[config.mk]
export PLATFORM = sky130hd
export DESIGN_NAME = sh_unit
export DESIGN_NICKNAME = d
export VERILOG_FILES = /design/src/rtl/sh_pkg.sv /design/src/rtl/sh_fill_sel.sv /design/src/rtl/sh_step.sv /design/src/rtl/sh_sign_flip.sv /design/src/rtl/sh_unit.sv
export SDC_FILE = /design/constraint.sdc
export NUM_CORES = 1
export LEC_CHECK = 0
export ABC_AREA = 1
export BUFFER_PORTS_ARGS = -buffer_cell sky130_fd_sc_hd__buf_2
export CORE_MARGIN = 10
export CORE_UTILIZATION = 25
export CTS_BUF_LIST = sky130_fd_sc_hd__clkbuf_2
export DETAILED_ROUTE_END_ITERATION = 8
export PLACE_DENSITY = 0.58
export SLEW_MARGIN = 20
export SYNTH_ARGS = -nofsm -noshare
export SYNTH_HDL_FRONTEND = slang
export SYNTH_SLANG_ARGS = --single-unit
[constraint.sdc]
create_clock -name clk -period 0.8 [get_ports clk]
set_input_delay 0.04 -clock clk [delete_from_list [all_inputs] [get_ports clk]]
set_output_delay 0.04 -clock clk [all_outputs]
set_load 0.05 [all_outputs]
[src/rtl/sh_pkg.sv]
package sh_pkg;

    typedef enum logic [2:0] {
        OP_LSL  = 3'b000,
        OP_LSR  = 3'b001,
        OP_ROL  = 3'b010,
        OP_ROR  = 3'b011,
        OP_ASL  = 3'b100,
        OP_ASR  = 3'b101,
        OP_NOP6 = 3'b110,
        OP_NOP7 = 3'b111
    } sh_op_e;

    function automatic logic is_left(sh_op_e o);
        return (o == OP_LSL) || (o == OP_ROL) || (o == OP_ASL);
    endfunction

    function automatic logic is_right(sh_op_e o);
        return (o == OP_LSR) || (o == OP_ROR) || (o == OP_ASR);
    endfunction

endpackage

[src/rtl/sh_fill_sel.sv]
// Chooses the bit entering each end of the register for the given op.
module sh_fill_sel
    import sh_pkg::*;
#(
    parameter int W = 8
) (
    input  logic [W-1:0] cur,
    input  sh_op_e       op,
    output logic         lo_in,
    output logic         hi_in
);
    always_comb begin
        lo_in = 1'b0;
        hi_in = 1'b0;
        unique case (op)
            OP_ROL:  lo_in = cur[W-1];
            OP_ROR:  hi_in = cur[0];
            OP_ASR:  hi_in = cur[W-1];
            default: begin
                lo_in = 1'b0;
                hi_in = 1'b0;
            end
        endcase
    end
endmodule

[src/rtl/sh_step.sv]
// Both one-place shift results, built bit by bit.
module sh_step #(
    parameter int W = 8
) (
    input  logic [W-1:0] cur,
    input  logic         lo_in,
    input  logic         hi_in,
    output logic [W-1:0] up,
    output logic [W-1:0] down
);
    for (genvar i = 0; i < W; i++) begin : g_bit
        if (i == 0) begin : g_lo
            assign up[i] = lo_in;
        end else begin : g_lo_mid
            assign up[i] = cur[i-1];
        end
        if (i == W-1) begin : g_hi
            assign down[i] = hi_in;
        end else begin : g_hi_mid
            assign down[i] = cur[i+1];
        end
    end
endmodule

[src/rtl/sh_sign_flip.sv]
// Flags whether a left move changes the sign of the value.
module sh_sign_flip #(
    parameter int W = 8
) (
    input  logic [W-1:0] cur,
    output logic         flip
);
    localparam int SGN = W - 1;
    localparam int NXT = W - 2;
    assign flip = cur[SGN] ^ cur[NXT];
endmodule

[src/rtl/sh_unit.sv]
module sh_unit
    import sh_pkg::*;
#(
    parameter int W = 8
) (
    input  logic         clk,
    input  logic         rst,
    input  logic         ld,
    input  logic [W-1:0] ld_val,
    input  logic         sh_en,
    input  logic [2:0]   op,
    output logic [W-1:0] q,
    output logic         sout,
    output logic         ovf
);
    typedef struct packed {
        logic [W-1:0] data;
        logic         so;
        logic         vf;
    } st_t;

    st_t          st_d, st_q;
    sh_op_e       op_e;
    logic         lo_in, hi_in, flip;
    logic [W-1:0] up_res, down_res;

    assign op_e = sh_op_e'(op);

    sh_fill_sel #(.W(W)) u_fill (
        .cur   (st_q.data),
        .op    (op_e),
        .lo_in (lo_in),
        .hi_in (hi_in)
    );

    sh_step #(.W(W)) u_step (
        .cur   (st_q.data),
        .lo_in (lo_in),
        .hi_in (hi_in),
        .up    (up_res),
        .down  (down_res)
    );

    sh_sign_flip #(.W(W)) u_flip (
        .cur  (st_q.data),
        .flip (flip)
    );

    always_comb begin
        st_d = st_q;
        if (ld) begin
            st_d.data = ld_val;
        end else if (sh_en) begin
            if (is_left(op_e)) begin
                st_d.data = up_res;
                st_d.so   = st_q.data[W-1];
                st_d.vf   = (op_e == OP_ASL) ? flip : 1'b0;
            end else if (is_right(op_e)) begin
                st_d.data = down_res;
                st_d.so   = st_q.data[0];
                st_d.vf   = 1'b0;
            end
        end
    end

    always_ff @(posedge clk) begin
        if (rst) st_q <= '0;
        else     st_q <= st_d;
    end

    assign q    = st_q.data;
    assign sout = st_q.so;
    assign ovf  = st_q.vf;
endmodule

==> metrics.md, run 1 <==
| Metric | Value |
|---|---|
| TritonCTS clock tree | built |
| Number of max-cap violations | 0 |
| Die Y | 71.84 um |
| Most frequent cells in the layout | nand2_1, nand3_1, buf_2 |
| Slew headroom | 86.41% |
| Tmin final | 0.8594 ns |
| Tot GR Track Use | under 10% |
| Logic gate share of total power | 37.2% |
| Sequential share of power | 39.8% |
| CTS Sinks | 10 |
| Leakage | approximately 0.53 nW |
| Via count | 795 |
| Worst-path cell chain | buf_8 |
| Die area | 5161 um^2 |
| Net Sw Frac | 39.12% |
| Htree depth | 1 |
| CP Class | register to output pin |
| Input/output buffers | 24 |
| Cell Int Power | 0.8723 mW |
| I/O pin total | 25 |
| Number of global-route vias before repair | 826 |
| Syn nets | ~120 |
| Inserted Diodes | 0 |
| Failing checks | setup timing |
| Critical Path Source | q[0]$_SDFFE_PP0P_ |
| RSZ-0062 raised after global routing | true |
| Max Freq | ~1.2 GHz |
| Final worst path period share | 107.4% |
| Clock skew | between 0.015 and 0.02 ns |
| First-pass GRT wire length | ~3.5 mm |
| CP max FO | 5 |
| Largest net degree at the start of global routing | 11 |
| Worst Hold Launch | rst |
| Total grt overflow | 0 |
| Fillers | 278 |
| Longest Clk Path Bufs | 2 |
| WL/cell | 12.39 um |
| Yosys warns | 0 |
| TritonRoute pass-1 iters | 4 |
| Vias per cell | between 4 and 5 |
| Area growth syn-to-layout | 56.98% |
| Status | finished with violations |
| Iter 0 DRT Violations | 62 |
| Layout Nets | between 150 and 200 |
| Util after Layout | between 40% and 50% |
| Worst path top cell family by delay | flip-flops |
| Flops & latches, synth | 10 |
| CP Buf/Inv Count | 1 |
| Syn Inst Count | ~110 |
| Worst-Margin Slew | 0.2017 ns |
| Crit end category | output pin |
| Clock power frac | a little under a quarter |
| Final setup viols | 10 |
| Global placer's final weighted congestion | 0.7900 |
| Share of cells above drive strength 1 | between 40% and 50% |
| Initial core utilization | 26.64% |
| Synth unique cells | 17 |
| Syn_area_per_cell | 6.221 um^2 |
| Storage cell area | 232.7 um^2 |
| Most common cell after layout, fill and taps aside | nand2_1 |
| Rows | 18 |
| Hold bufs inserted after CTS | 0 |
| Multi-input gate area | 429.2 um^2 |
| Core area | 2522 um^2 |
| Num CTS Buffers | 3 |
| Net Switching | 0.5606 mW |
| Arr. time, crit path | approximately 0.82 ns |
| Worst vdd ir | 0.0006372 V |
| Initial antenna violation count | 0 |
| Post-route setup slack | -0.05942 ns |
| Slowest cell on the critical path | dfxtp_4 |
| Startpoint Class | register |
| Sequential area share after synthesis | 29.80% |
| RR Startpoint | q[0]$_SDFFE_PP0P_ |
| Max incr delay on CP | 0.40 ns |
| DRC errors left | 0 |
| PD cells | 1358 nW/um^2 |
| Clk slew on worst S/H paths | 0.13 ns |
| Syn Std Cell Area | 671.9 um^2 |
| Clk root buf | clkbuf_2 |
| Final HPWL DP | 1.550 mm |
| Setup TNS | -0.3997 ns |
| Worst endpoint required time | roughly 0.76 ns |
| Hold Path Class | primary input to register |
| Final Hold Vio Count | 0 |
| Antenna Nets Post-Route | 0 |
| Overall routed net length | 2.094 mm |
| DIE WIDTH | approximately 72 um |
| Worst-Skew Late Latency | approximately 0.27 ns |
| Slew Limit Fails | 0 |
-- flip-flops by register name (all words and copies together), names as in the netlist --
register  cells
q             8
sout          1
ovf           1
-- power by group through the flow --
stage	clock, mW	sequential (mW)	combinational [mW]
global route	0.362	0.578	0.583
floorplan	0	0.682	0.191
detailed placement	0	0.568	0.444
finish	0.329	0.571	0.533
global placement	0	0.567	0.441
CTS	0.333	0.570	0.511
-- final timing paths --
| path | to | slack (ns) | cells past startpoint |
|---|---|---|---|
| worst min register to register | ovf$_SDFFE_PP0P_ | 0.57 | 2 |
| worst min-delay path | ovf$_SDFFE_PP0P_ | 0.07 | 4 |
| worst max register to register | q[7]$_SDFFE_PP0P_ | -0.06 | 6 |
| worst max-delay path | q[0] | -0.06 | 1 |
-- cells in the mapped netlist (all sizes together) --
library cell	n	area, um^2
nand3b	2	15.01
a21oi	10	53.80
o21a	1	7.510
o21ai	4	20.02
nor2	3	11.26
clkbuf	1	3.750
dfxtp	10	200.2
inv	19	76.32
nor3	1	5.000
nand3	21	117.6
buf	1	7.510
nand2	35	153.9
-- cells by family after synthesis --
kind of cell / share of synthesized area [%]
buffers and inverters: 13.03
DFF: 29.79
and+or+nand+nor: 45.07
AOI/OAI and AO/OA: 12.10
-- cell type report --
type                    count  share of cell area [%]
multi-input cells          77                   40.69
clock buffers               4                   1.898
well taps                  30                   3.559
inverters                  19                   7.711
repair buffers             29                   24.08
flip-flops and latches     10                   22.06
-- stage by stage --
stage | instances | setup slack, ns | hold WS, ns | area (um^2) | power (mW)
2_1_floorplan | 108 | -0.05752 | 0.2049 | 706.9 | 0.8738
3_3_place_gp | 165 | -0.05707 | 0.3333 | 890.9 | 1.008
3_5_place_dp | 165 | -0.05264 | 0.3394 | 890.9 | 1.012
4_1_cts | 169 | -0.06906 | 0.05744 | 1010 | 1.414
5_1_grt | 169 | -0.1579 | 0.07270 | 1055 | 1.523
6_report | 169 | -0.05942 | 0.07109 | 1055 | 1.433
-- per-layer routing --
layer,up-vias,track usage (%),part of all wire [%]
li1,410,-,-
met1,358,9.483,44
met2,23,12.25,45
met3,4,3.719,8.5
met4,0,3.871,1.6
met5,-,0,0
-- timing repair --
action / in CTS / in global routing
setup endpoints to repair: 13 / 19
pin swaps: 0 / 10
setup buffers: 0 / 0
resized for setup: 31 / 11
(Power assumes the default switching activity.)
==> inputs of run 2 (changes only) <==
--- a/config.mk
+++ b/config.mk
@@ -6,12 +6,12 @@
 export NUM_CORES = 1
 export LEC_CHECK = 0
 export ABC_AREA = 1
-export BUFFER_PORTS_ARGS = -buffer_cell sky130_fd_sc_hd__buf_2
+export BUFFER_PORTS_ARGS = -buffer_cell sky130_fd_sc_hd__buf_4
 export CORE_MARGIN = 10
 export CORE_UTILIZATION = 25
 export CTS_BUF_LIST = sky130_fd_sc_hd__clkbuf_2
 export DETAILED_ROUTE_END_ITERATION = 8
-export PLACE_DENSITY = 0.58
+export PLACE_DENSITY = 0.56
 export SLEW_MARGIN = 20
 export SYNTH_ARGS = -nofsm -noshare
 export SYNTH_HDL_FRONTEND = slang
==> constraint.sdc (replaced) <==
create_clock -name clk -period 0.9 [get_ports clk]
set_input_delay 0.045 -clock clk [delete_from_list [all_inputs] [get_ports clk]]
set_output_delay 0.045 -clock clk [all_outputs]
set_load 0.05 [all_outputs]
==> metrics.md, run 2 (same netlist as run 1, synthesis figures left out) <==
| Metric | Value |
|---|---|
| Input/output buffers | 24 |
| Pre-CTS setup slack | 0.006370 ns |
| CP max FO | 8 |
| Util after Layout | 40.13% |
| Final HPWL DP | 1.623 mm |
| Inserted Diodes | 0 |
| Clk root buf | clkbuf_2 |
| Slew Limit Fails | 0 |
| Worst-Margin Slew | between 0.15 and 0.2 ns |
| WL/cell | around 12 um |
| Setup TNS | 0 ns |
| Tmin final | 0.8511 ns |
| Storage cell area | 232.7 um^2 |
| Worst endpoint required time | 1.10 ns |
| Dpl cells | 164 |
| PD cells | 1207 nW/um^2 |
| Crit end category | register |
| Tot GR Track Use | 8.236% |
| Overall power | 1.222 mW |
| Total grt overflow | 0 |
| Status | complete, no violations |
| Leakage | 0.5206 nW |
| Rows | 18 |
| Initial antenna violation count | 0 |
| Slew headroom | 86.71% |
| Hold Slack | about 0.07 ns |
| TritonRoute pass-1 iters | 4 |
| Clock skew | 0.005112 ns |
| Arr. time, crit path | 1.05 ns |
| Cell mode on critical path | inv_1 |
| Htree depth | 1 |
| Worst-path cell chain | dlygate4sd3_1 -> buf_4 -> inv_1 -> o21a_1 -> nand2_1 -> inv_1 |
| Fillers | 278 |
| Reg2Reg Setup Slack | 0.06 ns |
| Most common cell after layout, fill and taps aside | nand2_1 |
| RSZ-0062 raised after global routing | true |
| Final worst path period share | between 90% and 100% |
| Slowest cell on the critical path | dlygate4sd3_1 |
| Via count | just under 800 |
| Antenna Nets Post-Route | 0 |
| Worst vdd ir | 0.0005579 V |
| CTS Sinks | 10 |
| Startpoint Class | primary input |
| Iter 0 DRT Violations | 29 |
| Largest net degree at the start of global routing | 11 |
| Clk slew on worst S/H paths | around 0.10 ns |
| Final setup viols | 0 |
| Multi-input gate area | 396.6 um^2 |
| Number of global-route vias before repair | about 800 |
| Hold Path Class | primary input to register |
| Vias per cell | 4.657 |
| Max Freq | 1.175 GHz |
| Number of max-cap violations | 0 |
| Area growth syn-to-layout | 50.65% |
| Final instance area | just over 1000 um^2 |
| Core area | 2522 um^2 |
| Num CTS Buffers | 3 |
| I/O pin total | 25 |
| First-pass GRT wire length | ~3.5 mm |
| Die area | 5161 um^2 |
| Overall routed net length | 2.029 mm |
| Longest Clk Path Bufs | 2 |
| Layout Nets | between 150 and 200 |
| Share of cells above drive strength 1 | 39.57% |
| Die Y | 71.84 um |
| Max incr delay on CP | 0.53 ns |
| DP Area | 938.4 um^2 |
| Worst-Skew Late Latency | roughly 0.25 ns |
| Max reg flops | 8 |
| DRC errors left | 0 |
| Post-route setup slack | 0.04888 ns |
| DIE WIDTH | 71.84 um |
| TritonCTS clock tree | built |
| Most frequent cells in the layout | nand2_1, buf_4, nand3_1 |
| Final Hold Vio Count | 0 |
| Filler-free cell count of the finished design | 169 |
| Global placer's final weighted congestion | approximately 0.84 |
| Initial core utilization | 26.64% |
| CP Class | primary input to register |
-- run 2: cell type report --
type	instances	area share (%)
clock buffers	4	1.978
repair buffers	29	24.35
inverters	19	7.787
well taps	30	3.708
flip-flops and latches	10	22.99
multi-input cells	77	39.18
-- run 2: path summary, 6_finish.rpt --
path	endpoint	startpoint	cells after the start
setup / recovery	sout$_SDFFE_PP0P_	rst	6
hold / removal	q[7]$_SDFFE_PP0P_	ld_val[7]	3
setup reg to reg	q[0]$_SDFFE_PP0P_	q[7]$_SDFFE_PP0P_	6
hold reg to reg	ovf$_SDFFE_PP0P_	ovf$_SDFFE_PP0P_	2
-- run 2: repair_timing --
action                                  CTS  global route
setup buffers                             0             0
gates resized for setup                   1            13
endpoints found under the setup margin    1             7
endpoints found under the hold margin     3             0
gates cloned                              0             0
hold buffers                              1             0
pin swaps                                 0             1
-- run 2: report_power, final --
| part | leakage (nW) | internal, mW | total, mW | switching, mW |
|---|---|---|---|---|
| registers | 0.0885 | 0.467 | 0.499 | 0.0318 |
| logic | 0.415 | 0.175 | 0.444 | 0.269 |
| clock network | 0.0166 | 0.118 | 0.278 | 0.160 |
| total | 0.521 | 0.760 | 1.22 | 0.462 |
-- run 2: worst max-delay path: cells and delay by family --
kind | cells | cell delay (ns)
compound gates | 1 | 0.12
buf+inv | 4 | 0.84
simple gates | 1 | 0.05
-- run 2: per-layer routing --
layer	vias up	global-route usage [%]	share of wire, %
li1	413	-	-
met1	354	10.42	49
met2	18	12.65	45
met3	2	2.479	5.6
met4	0	3.226	0.44
met5	-	0	0
